==> config.mk <==
export PLATFORM = sky130hd
export DESIGN_NAME = ddr_term_ctrl
export DESIGN_NICKNAME = d
export VERILOG_FILES = /design/src/rtl/ddr_term_pkg.sv /design/src/rtl/term_cfg_regs.sv /design/src/rtl/term_rd_window.sv /design/src/rtl/term_odt_mux.sv /design/src/rtl/ddr_term_ctrl.sv
export SDC_FILE = /design/constraint.sdc
export NUM_CORES = 1
export LEC_CHECK = 0
export CAP_MARGIN = 20
export CORE_ASPECT_RATIO = 0.8
export CORE_MARGIN = 5
export CORE_UTILIZATION = 50
export CTS_CLUSTER_DIAMETER = 100
export DETAILED_ROUTE_END_ITERATION = 8
export DONT_BUFFER_PORTS = 1
export PLACE_DENSITY = 0.76
export SLEW_MARGIN = 20
export SYNTH_ARGS = -nofsm -noshare
export SYNTH_HDL_FRONTEND = slang
export SYNTH_SLANG_ARGS = --single-unit
export TNS_END_PERCENT = 1
==> constraint.sdc <==
create_clock -name clk -period 2.9 [get_ports clk]
set_clock_uncertainty 0.15 [all_clocks]
set_input_delay 0.87 -clock clk [delete_from_list [all_inputs] [get_ports clk]]
set_output_delay 0.87 -clock clk [all_outputs]
set_load 0.005 [all_outputs]
==> src/rtl/ddr_term_pkg.sv <==
package ddr_term_pkg;

   localparam int WORD_W     = 32;
   localparam int DYN_BIT    = 20;
   localparam int HOLD_BIT   = 15;
   localparam int IDLE_LSB   = 12;
   localparam int WODT_LSB   = 10;
   localparam int RODT_LSB   = 8;
   localparam int LAT_MAX_W  = 5;

   typedef struct packed {
      logic                 dyn;
      logic                 hold_rst;
      logic [1:0]           idle_odt;
      logic [1:0]           wr_odt;
      logic [1:0]           rd_odt;
      logic [LAT_MAX_W-1:0] lat;
   } term_cfg_t;

   localparam term_cfg_t CFG_RESET = '{dyn: 1'b1, default: '0};

   function automatic term_cfg_t cfg_unpack(input logic [WORD_W-1:0] w);
      term_cfg_t c;
      c.dyn      = w[DYN_BIT];
      c.hold_rst = w[HOLD_BIT];
      c.idle_odt = w[IDLE_LSB +: 2];
      c.wr_odt   = w[WODT_LSB +: 2];
      c.rd_odt   = w[RODT_LSB +: 2];
      c.lat      = w[LAT_MAX_W-1:0];
      return c;
   endfunction

   function automatic logic [WORD_W-1:0] cfg_pack(input term_cfg_t c);
      logic [WORD_W-1:0] w;
      w                    = '0;
      w[DYN_BIT]           = c.dyn;
      w[HOLD_BIT]          = c.hold_rst;
      w[IDLE_LSB +: 2]     = c.idle_odt;
      w[WODT_LSB +: 2]     = c.wr_odt;
      w[RODT_LSB +: 2]     = c.rd_odt;
      w[LAT_MAX_W-1:0]     = c.lat;
      return w;
   endfunction

endpackage

==> src/rtl/term_cfg_regs.sv <==
module term_cfg_regs
   import ddr_term_pkg::*;
#(
   parameter int LAT_W = 5
) (
   input  logic              clk,
   input  logic              rst_n,
   input  logic              wr_en,
   input  logic [WORD_W-1:0] wr_data,
   input  logic              cfg_wr,
   input  logic              upd_ack,
   output logic [WORD_W-1:0] rd_data,
   output logic              upd_req,
   output term_cfg_t         active
);

   localparam logic [LAT_MAX_W-1:0] LAT_MASK = LAT_MAX_W'((1 << LAT_W) - 1);

   term_cfg_t shadow_q;
   term_cfg_t wr_cfg;
   logic      commit;

   always_comb begin
      wr_cfg     = cfg_unpack(wr_data);
      wr_cfg.lat = wr_cfg.lat & LAT_MASK;
   end

   assign commit = upd_req & upd_ack;

   always_ff @(posedge clk or negedge rst_n) begin
      if (!rst_n) begin
         shadow_q <= CFG_RESET;
      end else if (wr_en) begin
         shadow_q <= wr_cfg;
      end
   end

   always_ff @(posedge clk or negedge rst_n) begin
      if (!rst_n) begin
         upd_req <= 1'b0;
      end else if (cfg_wr) begin
         upd_req <= 1'b1;
      end else if (commit) begin
         upd_req <= 1'b0;
      end
   end

   always_ff @(posedge clk or negedge rst_n) begin
      if (!rst_n) begin
         active <= CFG_RESET;
      end else if (commit) begin
         active <= shadow_q;
      end
   end

   assign rd_data = cfg_pack(shadow_q);


   req_hold_chk: assert property (@(posedge clk) disable iff (!rst_n)
      upd_req && !upd_ack |=> upd_req);


   commit_copy_chk: assert property (@(posedge clk) disable iff (!rst_n)
      upd_req && upd_ack |=> active == $past(shadow_q));


   stray_ack_chk: assert property (@(posedge clk) disable iff (!rst_n)
      !upd_req |=> $stable(active));

endmodule

==> src/rtl/term_rd_window.sv <==
module term_rd_window #(
   parameter int LAT_W = 5,
   parameter int BL_W  = 4
) (
   input  logic             clk,
   input  logic             rst_n,
   input  logic [LAT_W-1:0] lat,
   input  logic             rd_cmd,
   input  logic [BL_W-1:0]  burst_len,
   output logic             rd_active
);

   localparam int CNT_W = ((LAT_W > BL_W) ? LAT_W : BL_W) + 1;

   logic [CNT_W-1:0] cnt_q;
   logic [CNT_W-1:0] dec;
   logic [CNT_W-1:0] load;

   assign dec  = (cnt_q != '0) ? cnt_q - 1'b1 : '0;
   assign load = CNT_W'(lat) + CNT_W'(burst_len);

   always_ff @(posedge clk or negedge rst_n) begin
      if (!rst_n) begin
         cnt_q <= '0;
      end else if (rd_cmd) begin
         cnt_q <= (load > dec) ? load : dec;
      end else begin
         cnt_q <= dec;
      end
   end

   assign rd_active = rd_cmd | (cnt_q != '0);


   win_count_chk: assert property (@(posedge clk) disable iff (!rst_n)
      !rd_cmd && cnt_q != '0 |=> cnt_q == $past(cnt_q) - 1'b1);


   win_extend_chk: assert property (@(posedge clk) disable iff (!rst_n)
      rd_cmd && cnt_q > 1 |=> cnt_q >= $past(cnt_q) - 1'b1);


   win_open_chk: assert property (@(posedge clk) disable iff (!rst_n)
      rd_cmd |-> rd_active);

endmodule

==> src/rtl/term_odt_mux.sv <==
module term_odt_mux
   import ddr_term_pkg::*;
#(
   parameter bit OUT_REG = 1'b0
) (
   input  logic       clk,
   input  logic       rst_n,
   input  term_cfg_t  cfg,
   input  logic       rd_active,
   input  logic       dq_oe,
   output logic [1:0] local_odt,
   output logic [1:0] wr_local_odt,
   output logic       rx_pwrdn,
   output logic       phy_hold_rst
);

   logic [1:0] odt_d;
   logic       pwrdn_d;

   always_comb begin
      if (rd_active) begin
         odt_d = dq_oe ? 2'b00 : cfg.rd_odt;
      end else if (cfg.dyn) begin
         odt_d = cfg.idle_odt;
      end else begin
         odt_d = 2'b00;
      end
      pwrdn_d = cfg.dyn & ~rd_active;
   end

   assign wr_local_odt = cfg.wr_odt;
   assign phy_hold_rst = cfg.hold_rst;

   generate
      if (OUT_REG) begin : g_flop
         always_ff @(posedge clk or negedge rst_n) begin
            if (!rst_n) begin
               local_odt <= 2'b00;
               rx_pwrdn  <= CFG_RESET.dyn;
            end else begin
               local_odt <= odt_d;
               rx_pwrdn  <= pwrdn_d;
            end
         end
      end else begin : g_comb
         assign local_odt = odt_d;
         assign rx_pwrdn  = pwrdn_d;


         pwrdn_static_chk: assert property (@(posedge clk) disable iff (!rst_n)
            !cfg.dyn |-> !rx_pwrdn);


         idle_odt_chk: assert property (@(posedge clk) disable iff (!rst_n)
            rx_pwrdn |-> local_odt == cfg.idle_odt);


         drive_quiet_chk: assert property (@(posedge clk) disable iff (!rst_n)
            rd_active && dq_oe |-> local_odt == 2'b00);
      end
   endgenerate

endmodule

==> src/rtl/ddr_term_ctrl.sv <==
module ddr_term_ctrl
   import ddr_term_pkg::*;
#(
   parameter int LAT_W   = 5,
   parameter int BL_W    = 4,
   parameter bit OUT_REG = 1'b0
) (
   input  logic              clk,
   input  logic              rst_n,
   input  logic              phy_wr_en,
   input  logic [WORD_W-1:0] phy_wr_data,
   output logic [WORD_W-1:0] phy_rd_data,
   input  logic              mcfg_wr_en,
   output logic              upd_req,
   input  logic              upd_ack,
   input  logic              rd_cmd,
   input  logic [BL_W-1:0]   burst_len,
   input  logic              dq_oe,
   output logic [1:0]        local_odt,
   output logic [1:0]        wr_local_odt,
   output logic              rx_pwrdn,
   output logic              phy_hold_rst
);

   generate
      if (LAT_W < 1 || LAT_W > LAT_MAX_W) begin : g_bad_lat
         $error("LAT_W must be 1..5");
      end
      if (BL_W < 1 || BL_W > 8) begin : g_bad_bl
         $error("BL_W must be 1..8");
      end
   endgenerate

   term_cfg_t active;
   logic      rd_active;

   term_cfg_regs #(.LAT_W(LAT_W)) u_regs (
      .clk     (clk),
      .rst_n   (rst_n),
      .wr_en   (phy_wr_en),
      .wr_data (phy_wr_data),
      .cfg_wr  (mcfg_wr_en),
      .upd_ack (upd_ack),
      .rd_data (phy_rd_data),
      .upd_req (upd_req),
      .active  (active)
   );

   term_rd_window #(.LAT_W(LAT_W), .BL_W(BL_W)) u_win (
      .clk       (clk),
      .rst_n     (rst_n),
      .lat       (active.lat[LAT_W-1:0]),
      .rd_cmd    (rd_cmd),
      .burst_len (burst_len),
      .rd_active (rd_active)
   );

   term_odt_mux #(.OUT_REG(OUT_REG)) u_mux (
      .clk          (clk),
      .rst_n        (rst_n),
      .cfg          (active),
      .rd_active    (rd_active),
      .dq_oe        (dq_oe),
      .local_odt    (local_odt),
      .wr_local_odt (wr_local_odt),
      .rx_pwrdn     (rx_pwrdn),
      .phy_hold_rst (phy_hold_rst)
   );


   hold_rst_chk: assert property (@(posedge clk) disable iff (!rst_n)
      !upd_req |=> $stable(phy_hold_rst));

endmodule

==> run summary <==
H-tree depth: 2
Synth Warn #: 0
port bufs: 0
endpoints failing setup: 6
initial DRC count: 28
DRC viols: 0
initial antenna violation count: 0
switching share of power: 33.67%
Fill cells: 279
dpl hpwl: 2.726 mm
Ports: 82
Clk pwr share: 17.8%
area of the multi-input gates: 954.7 um2
r2r endpoint: u_win.cnt_q[3]$_DFF_PN0_
clock tree root buffer cell: clkbuf_8
Reg clk slew, reported paths: 0.06 ns
# diodes: 0
CTS Buf Count: 5
number of global-route vias before repair: 1173
DRT Wirelength: 3.347 mm
Yosys cell types: 31
fraction of registers with async set/reset: 100.0%
Mapped Cells: 153
startpoint type of the worst setup path: primary input
Synth area leaders: dfrtp_1 (42%), mux2_2 (17%), buf_4 (8.5%)
largest net degree at the start of global routing: 34
count leader, synth: dfrtp_1
Routability Congestion: 0.8245
unrepaired setup endpoints after global routing: yes
#FFs+latches synth: 33
P&R area growth vs syn: 10.69%
dpl cells: 199
sequential share of power: 35.9%
critical path launch point: burst_len[0]
worst relative slew slack: 61.97%
Avg Inst Size Synth: 12.17 um2
GR Util All Layers: 14.22%
Period minus WS final: 3.050 ns
Cell Pwr Density: 899.0 nW/um2
internal power: 1.229 mW
Worst-Skew Late Latency: 0.28 ns
WS Path Type: in2reg
via/cell ratio: 5.238
first-pass GRT wire length: 5.485 mm
Max Freq: 0.3279 GHz
CP max stage delay: 0.33 ns
CP Capture Type: flip-flop
leakage: 0.9628 nW
PnR worst setup slack: -0.1498 ns
layout cell share with drive strength beyond 1: 36.90%
most instantiated cells after synthesis: dfrtp_1 (31), mux2_2 (28), buf_4 (21)
core footprint: 3518 um2
Final Max Tran Viols: 0
VDD IR max: 0.0005108 V
R2R setup slack: 0.01 ns
hold_buf cts: 0
fin cells: 210
EDFF count, synth: 0
outcome: complete, but fails checks
Critical Path Most Common Cell: ha_4
reg2reg path depth: 11
CTS tree: built
Final Core Density: 58.57%
Arr. time, crit path: 3.06 ns
Die ar.: 5052 um2
top cell type's share of synthesized area: 41.67%
die width: 78.23 um
die height: 64.58 um
Worst Tran Pin Value: 0.5691 ns
Seq/Total Area, Yosys: 44.49%
clk buf depth: 2
Final #Nets: 223
Synth Flop Type: dfrtp_1
Storage cell area: 828.3 um2
worst hold-check path type: in2async
clk sinks: 33
Initial DRT Pass Iterations: 4
failing checks: negative setup slack
CP required: 2.91 ns
Avg WL per Cell: 15.94 um
Yosys top cell by area: dfrtp_1
Rows: 19
Combinational Power Share: 46.3%
critical path peak fanout: 4
Initial Util: 52.92%
Syn Std Cell Area: 1862 um2
grt ovf: 0
Final Hold Viols: 0
Worst R2R Start: u_regs.active[0]$_DFFE_PN0P_
Max-cap violations: 0
Vias: 1100
Sw Pwr: 623.8 uW
Slowest cell on crit path: fa_2
CP Cell Sequence: ha_4, fa_2, a21o_1, a21oi_2, xor2_1, inv_1, ha_4, and4_4, a31o_1, a31oi_4, mux2_4
Tcrit/Tclk final: 105.2%
crit path to: u_win.cnt_q[3]$_DFF_PN0_
Antenna Nets Post-Route: 0
## power by group through the flow
stage                     registers (mW)  logic [mW]  clock network [mW]
after global placement             0.666       0.708                   0
after CTS                          0.667       0.850               0.341
final                              0.665       0.857               0.331
after floorplan                    0.648       0.591                   0
after detailed placement           0.675       0.764                   0
after global routing               0.680       0.946               0.367
## registers in the layout, summed over array words and instances (netlist names)
register	cells
u_win.cnt_q	6
u_regs.active	13
u_regs.rd_data	13
u_regs.upd_req	1
## worst min path at each step
stage / from / end / slack (ns) / cells after the start
2_1_floorplan: u_regs.active[10]$_DFFE_PN0P_ / u_regs.active[10]$_DFFE_PN0P_ / 0.33 / 1
3_3_place_gp: u_regs.active[6]$_DFFE_PN0P_ / u_regs.active[6]$_DFFE_PN0P_ / 0.34 / 1
3_5_place_dp: u_regs.active[6]$_DFFE_PN0P_ / u_regs.active[6]$_DFFE_PN0P_ / 0.35 / 1
4_1_cts: rst_n / u_regs.active[8]$_DFFE_PN0P_ / 0.12 / 0
5_1_grt: rst_n / u_regs.active[2]$_DFFE_PN0P_ / 0.11 / 0
6_report: rst_n / u_regs.rd_data[4]$_DFFE_PN0P_ / 0.13 / 0
## timing repair
action	in CTS	in global routing
buffers inserted	4	0
endpoints found under the hold margin	0	0
resized for setup	5	2
pin swaps	6	2
gates cloned	0	0
endpoints found under the setup margin	6	9
## critical path, delay by kind of cell
family	cells	cell delay, ns
muxes	1	0.32
buffers and inverters	1	0.10
adders and majority gates	3	0.69
AOI/OAI and AO/OA	4	0.75
and+or+nand+nor	1	0.15
xor gates and xnor gates	1	0.18
## kinds of logic after synthesis
family	after synthesis	share of synthesized area, %
compound gates	14	5.578
mux	33	19.62
xor+xnor	5	2.353
flops	33	44.49
fa+ha+maj	12	8.468
other cells	1	0.2014
simple gates	22	8.266
buf+inv	33	11.02
## area by class of cell
type | instances | area share (%)
well taps | 42 | 2.550
inverters | 10 | 1.821
multi-input cells | 105 | 46.33
repair buffers | 13 | 4.918
flip-flops and latches | 33 | 40.19
clock buffers | 7 | 4.189
## through the flow
stage | setup TNS (ns) | setup WS (ns) | area [um2] | power, mW | hold slack, ns
after detailed placement | -3.064 | -0.5286 | 1908 | 1.439 | 0.3454
after floorplan | -2.370 | -0.5045 | 1956 | 1.239 | 0.3303
after global placement | -2.937 | -0.5086 | 1908 | 1.375 | 0.3414
after global routing | -1.585 | -0.2485 | 2061 | 1.993 | 0.1139
final | -0.7483 | -0.1498 | 2061 | 1.853 | 0.1330
after CTS | -0.9040 | -0.1657 | 2054 | 1.858 | 0.1243
## placed cells by master, fill, tap and decap left out, types with 3 or more instances in the layout
cell type	netlist	final
mux2_2	28	26
nand2b_1	3	3
inv_1	10	10
mux2i_1	5	5
xor2_1	3	3
nand3_1	3	3
buf_4	21	12
ha_1	11	8
clkbuf_8	0	6
nor2_1	4	4
a21o_1	5	5
conb_1	1	19
dfrtp_1	31	31
## layer usage
| layer | GRT usage (%) | part of all wire, % | vias up |
|---|---|---|---|
| met2 | 25.11 | 51 | 55 |
| met5 | 0 | 0 | - |
| met4 | 6.550 | 3.4 | 0 |
| met1 | 14.06 | 35 | 518 |
| li1 | - | - | 516 |
| met3 | 7.202 | 11 | 11 |
Power figures use the tool's default switching activity.
